===== src/rtl/bin2dec_pkg.sv =====
package bin2dec_pkg;
  localparam int unsigned NIB_W = 4;
  localparam int unsigned SEG_W = 7;
  localparam int unsigned N_DIG = 2;
  localparam int unsigned RADIX = 10;
endpackage


===== src/rtl/gt9_cmp.sv =====
module gt9_cmp
  import bin2dec_pkg::*;
(
  input  logic [NIB_W-1:0] val_i,
  output logic             above_o
);
  // above nine: top bit set together with bit 2 or bit 1
  assign above_o = val_i[3] & (val_i[2] | val_i[1]);
endmodule


===== src/rtl/units_remap.sv =====
module units_remap
  import bin2dec_pkg::*;
(
  input  logic [NIB_W-1:0] val_i,
  output logic [NIB_W-1:0] fix_o
);
  // Meaningful only for 10..15; result is val_i - 10.
  assign fix_o[0] = val_i[0];
  assign fix_o[1] = ~val_i[1];
  assign fix_o[2] = val_i[2] & val_i[1];
  assign fix_o[3] = 1'b0;
endmodule


===== src/rtl/nib_mux2.sv =====
module nib_mux2
  import bin2dec_pkg::*;
(
  input  logic             sel_i,
  input  logic [NIB_W-1:0] a_i,
  input  logic [NIB_W-1:0] b_i,
  output logic [NIB_W-1:0] y_o
);
  assign y_o = ({NIB_W{~sel_i}} & a_i) | ({NIB_W{sel_i}} & b_i);
endmodule


===== src/rtl/seg7_enc.sv =====
module seg7_enc
  import bin2dec_pkg::*;
(
  input  logic [NIB_W-1:0] dig_i,
  output logic [SEG_W-1:0] seg_n_o
);
  logic [9:0] hit;
  for (genvar k = 0; k < 10; k++) begin : g_dec
    assign hit[k] = (dig_i == NIB_W'(k));
  end
  // active-low: 1 means segment dark
  assign seg_n_o[0] = hit[1] | hit[4];
  assign seg_n_o[1] = hit[5] | hit[6];
  assign seg_n_o[2] = hit[2];
  assign seg_n_o[3] = hit[1] | hit[4] | hit[7];
  assign seg_n_o[4] = hit[1] | hit[3] | hit[4] | hit[5] | hit[7] | hit[9];
  assign seg_n_o[5] = hit[1] | hit[2] | hit[3] | hit[7];
  assign seg_n_o[6] = hit[0] | hit[1] | hit[7];
endmodule


===== src/rtl/bin2dec_conv.sv =====
module bin2dec_conv
  import bin2dec_pkg::*;
(
  input  logic [NIB_W-1:0] bin_i,
  output logic [NIB_W-1:0] tens_o,
  output logic [NIB_W-1:0] units_o,
  output logic [SEG_W-1:0] tens_seg_o,
  output logic [SEG_W-1:0] units_seg_o
);
  logic             over9;
  logic [NIB_W-1:0] remapped;
  logic [NIB_W-1:0] dig   [N_DIG];
  logic [SEG_W-1:0] segs  [N_DIG];

  gt9_cmp     u_cmp (.val_i(bin_i), .above_o(over9));
  units_remap u_fix (.val_i(bin_i), .fix_o(remapped));
  nib_mux2    u_mux (.sel_i(over9), .a_i(bin_i), .b_i(remapped), .y_o(units_o));

  assign tens_o = {{(NIB_W-1){1'b0}}, over9};
  assign dig[0] = units_o;
  assign dig[1] = tens_o;

  for (genvar d = 0; d < N_DIG; d++) begin : g_seg
    seg7_enc u_enc (.dig_i(dig[d]), .seg_n_o(segs[d]));
  end

  assign units_seg_o = segs[0];
  assign tens_seg_o  = segs[1];
endmodule


===== config.mk =====
export PLATFORM = sky130hd
export DESIGN_NAME = bin2dec_conv
export DESIGN_NICKNAME = d
export VERILOG_FILES = /design/src/rtl/bin2dec_pkg.sv /design/src/rtl/gt9_cmp.sv /design/src/rtl/units_remap.sv /design/src/rtl/nib_mux2.sv /design/src/rtl/seg7_enc.sv /design/src/rtl/bin2dec_conv.sv
export SDC_FILE = /design/constraint.sdc
export NUM_CORES = 1
export LEC_CHECK = 0
export CAP_MARGIN = 30
export CORE_AREA = 2 2 39 41
export DETAILED_ROUTE_END_ITERATION = 7
export DIE_AREA = 0 0 41 43
export SLEW_MARGIN = 15
export SYNTH_ARGS = -nofsm -noshare
export SYNTH_HDL_FRONTEND = slang
export SYNTH_SLANG_ARGS = --single-unit

===== constraint.sdc =====
create_clock -name vclk -period 1.4
set_input_delay 0.14 -clock vclk [all_inputs]
set_output_delay 0.14 -clock vclk [all_outputs]
set_load 0.01 [all_outputs]

Word level (Yosys, flattened, before mapping)
Index checks and enable logic that the tools add are counted.
{"block": "op_classes", "eq_ne": 8, "n_reduce_logical": 2, "n_bitwise": 22}
{"cell": "$eq A4 B3 Y1 const B", "n": 4}
{"cell": "$or A1 B1 Y1", "n": 15}
{"cell": "$eq A4 B2 Y1 const B", "n": 2}
{"cell": "$logic_not A4 Y1", "n": 2}
{"cell": "$and A4 B3 Y4", "n": 1}
{"cell": "$and A4 B4 Y4", "n": 1}
{"cell": "$eq A4 B1 Y1 const B", "n": 1}
{"cell": "$eq A4 B4 Y1 const B", "n": 1}
{"cell": "$or A4 B4 Y4", "n": 1}
{"cell": "$and A1 B1 Y1", "n": 2}
{"cell": "$not A1 Y1", "n": 2}
{"block": "word_totals", "ff_bits": 0, "in_bits": 4, "wordCells": 32}

Depth between registers and ports, before layout
{"block": "logic_depth", "word_depth": 11, "mapped_depth": 4, "depth_no_buf": 3}

Cells and area by module
A second synthesis with hierarchy kept.
{"block": "hier_totals", "cells_unflattened": 55, "area_unflattened_um2": 370.4}
{"mod": "seg7_enc", "area_per_inst_um2": 127.6, "cells_per_inst": 20, "n_inst": 2}
{"mod": "nib_mux2", "area_per_inst_um2": 45.0, "cells_per_inst": 4, "n_inst": 1}
{"mod": "bin2dec_conv", "area_per_inst_um2": 33.8, "cells_per_inst": 5, "n_inst": 1}
{"mod": "units_remap", "area_per_inst_um2": 28.8, "cells_per_inst": 5, "n_inst": 1}
{"mod": "gt9_cmp", "area_per_inst_um2": 7.5, "cells_per_inst": 1, "n_inst": 1}

Worst setup path after synthesis
Ideal clock, no wire load.
{"block": "synth_timing", "path_kind": "input -> output", "start": "in bin_i[1]", "end": "out tens_o[0]", "cell_stages": 4, "arrival_time_ns": 0.810, "slack_ns": 0.450, "path_cell_list": "buf_6 -> or2_0 -> and2_1 -> buf_4"}
{"block": "synth_between", "elab_chain_cells": 2}
{"item": "start, declared", "line_no": "bin2dec_conv.sv:4", "text": "input logic [NIB_W-1:0] bin_i,"}
{"item": "$or A1 B1 Y1", "line_no": "gt9_cmp.sv:8", "text": "assign above_o = val_i[3] & (val_i[2] | val_i[1]);"}
{"item": "$and A1 B1 Y1", "line_no": "gt9_cmp.sv:8"}
{"item": "end, declared", "line_no": "bin2dec_conv.sv:5", "text": "output logic [NIB_W-1:0] tens_o,"}
No other way between the ends.

Worst setup path after layout
{"block": "layout_timing", "start": "in bin_i[0]", "end": "out units_seg_o[3]"}
{"block": "layout_between", "elab_chain_cells": 5}
{"item": "$and A4 B4 Y4 / $and A4 B3 Y4 (equally long branches)", "line_no": "nib_mux2.sv:9", "text": "assign y_o = ({NIB_W{~sel_i}} & a_i) | ({NIB_W{sel_i}} & b_i);"}
{"item": "$or A4 B4 Y4 *", "line_no": "nib_mux2.sv:9"}
{"item": "$eq A4 B1 Y1 / $eq A4 B3 Y1 (equally long branches)", "line_no": "seg7_enc.sv:9", "text": "assign hit[k] = (dig_i == NIB_W'(k));"}
{"item": "$or A1 B1 Y1", "line_no": "seg7_enc.sv:15", "text": "assign seg_n_o[3] = hit[1] | hit[4] | hit[7];"}
{"item": "$or A1 B1 Y1 *", "line_no": "seg7_enc.sv:15"}
{"item": "end, declared", "line_no": "bin2dec_conv.sv:8", "text": "output logic [SEG_W-1:0] units_seg_o"}
Every way passes the cells marked *; elsewhere a longest branch is shown, timed or not.

==> metrics <==
status=finished, final reports clean; Crit Path Max Fanout=6; Synth Area in Compound Gates=~18%; first-pass GRT wire length=about 1.1 mm; Hold Crit Class=in2out; initial core utilization=22.2%; pwr/cell area=339 mW/mm²; Synth top area share=29.3%; Synth Area in Simple Gates=around 28%; Tot Pwr=0.157 mW; register area=0 µm²; synth unique cells=21; post-synthesis xor/xnor area fraction=8.54%; Area Overhead vs Synth=50.8%; fillers=155; Hold Vio Cnt, Final=0; Leak=0.270 nW; mux share of post-synthesis cell area=0%; Critical Setup Path Class=in2out; final setup fails=0; Placer Congestion=0.729; post-route insts no fill=77; core area=0.00138 mm²; fin crit share=95.0%; total global routing overflow=0; CP peak stage delay=0.28 ns; CLK BUF=0; vias in the first global route=270; worst endpoint required time=1.26 ns; first-pass iteration count of the detailed router=2; Chip Height=43 µm; final WL=585 µm; Slowest cell on crit path=dlygate4sd2_1; Max Cap Viol=0; placed cell count=76; CP bufs+invs=2; CP Capture Type=output port; Fmax achieved=between 700 and 800 MHz; Syn Std Cell Area=308 µm²; RSZ-0062 raised after global routing=false; routed via count=~310; DRC viols=0; PortBufs=20; Seq Cell Count=0; Nets=67; fin. max-slew vios=0; Final Critical Period=1.33 ns; Post-Synth Adder-Cell Area=0%; Mean Syn Cell Area=6.84 µm²; Antenna Cells=0; cts hold-fix bufs=0; initial antenna violation count=0; Setup Slack @ Placement=-0.520 ns; Vias/cell=3.96; finished layout cell area=464 µm²; critical-path cell list=clkdlybuf4s15_1 > xor2_1 > and2_4 > o21bai_1 > dlygate4sd2_1; CP startpoint=bin_i[0]; placed instance area=roughly 470 µm²; CP top delay family=buffers and inverters; synthesized netlist cell count=45; DIE AREA=approximately 0.0018 mm²; worst setup margin=0.0702 ns; Ys Warns=0; Routed Antenna Nets=0; sequential share of the synthesized area=0%; Synth area leader=buf_4; Ports=26; 1st-iter DRT viols=3; CP arrival=1.19 ns; Worst IR Drop VDD=roughly 95 µV; top post-synthesis cells by area=buf_4, buf_6, and2_1; gr usage total=about 7.7%; layout cells sized above 1=approximately a quarter; Core Rows=14; critical path startpoint category=input port; largest net degree at the start of global routing=9; drt wl/cell=about 7.6 µm; Die X=41 µm; Worst Min Path Start=bin_i[2]; largest family of logic cells by synthesized area=buffers and inverters
[routing by layer]
metal  GRT usage (%)  up-vias  share of wire, %
li1                -      156                 -
met5               0        -                 0
met4               0        0                 0
met3           0.524        0                10
met1            10.4      135                36
met2            13.4       14                54
[through the flow]
step           hold slack [ns]  utilization [%]  setup TNS [ns]
3_5_place_dp              1.46             33.8           -6.83
3_3_place_gp              1.46             33.8           -6.51
4_1_cts                  0.932             33.5               0
5_1_grt                  0.815             33.5               0
6_report                 0.767             33.5               0
2_1_floorplan            0.446                -               0
[cell type report]
class | count | area, µm² | share of cell area [%]
inverters | 1 | 3.75 | 0.809
repair buffers | 28 | 246 | 53.1
multi-input cells | 32 | 194 | 41.8
well taps | 16 | 20.0 | 4.31
[tightest hold or removal path, cell delays in order]
cell,delay (ns)
clkbuf_2,0.15
buf_4,0.15
nor2_1,0.04
dlymetal6s2s_1,0.16
[synth_stat cells (all sizes together) (2+ instances only)]
| library cell | n |
|---|---|
| xnor2 | 2 |
| nand2b | 2 |
| conb | 2 |
| o21ai | 2 |
| a21o | 2 |
| a21oi | 3 |
| buf | 15 |
| nand3 | 3 |
| nand2 | 2 |
| and2 | 4 |
[report_power, final]
group	internal, mW	switching [mW]	total, mW
combinational	0.0855	0.0717	0.157
sequential	0	0	0
clock	0	0	0
total	0.0855	0.0717	0.157
[layout by cell type, fill, tap and decap left out]
| cell | instances |
|---|---|
| nand2_1 | 2 |
| a21oi_1 | 3 |
| dlygate4sd2_1 | 12 |
| xor2_1 | 1 |
| xnor2_1 | 2 |
| buf_2 | 1 |
| clkdlybuf4s15_2 | 2 |
| a21o_1 | 1 |
| nor2b_4 | 1 |
| buf_6 | 1 |
| and2_4 | 2 |
| nand2b_1 | 2 |
| nand3_1 | 3 |
| dlymetal6s2s_1 | 2 |
| o21bai_1 | 1 |
| a21o_2 | 1 |
| clkbuf_2 | 1 |
| clkdlybuf4s50_1 | 1 |
| inv_1 | 1 |
| o21ai_0 | 2 |
| o211ai_1 | 1 |
| conb_1 | 6 |
| and2_1 | 2 |
| buf_4 | 7 |
| clkdlybuf4s15_1 | 1 |
| nor2_1 | 1 |
| or2_0 | 1 |
[worst paths after layout]
path / depth (start not counted) / slack (ns) / end
setup / recovery: 5 / 0.07 / units_seg_o[3]
hold / removal: 4 / 0.77 / units_o[3]
[logic make-up after synthesis]
group,Yosys count
buf+inv,17
simple gates,14
other cells,2
compound gates,9
xor+xnor,3
[what timing repair did]
| item | CTS | global route |
|---|---|---|
| pin swaps | 1 | 0 |
| hold endpoints to repair | 0 | 0 |
| setup endpoints to repair | 16 | 3 |
| buffers inserted | 1 | 0 |
| gates resized for setup | 27 | 4 |
(Power assumes the default switching activity.)
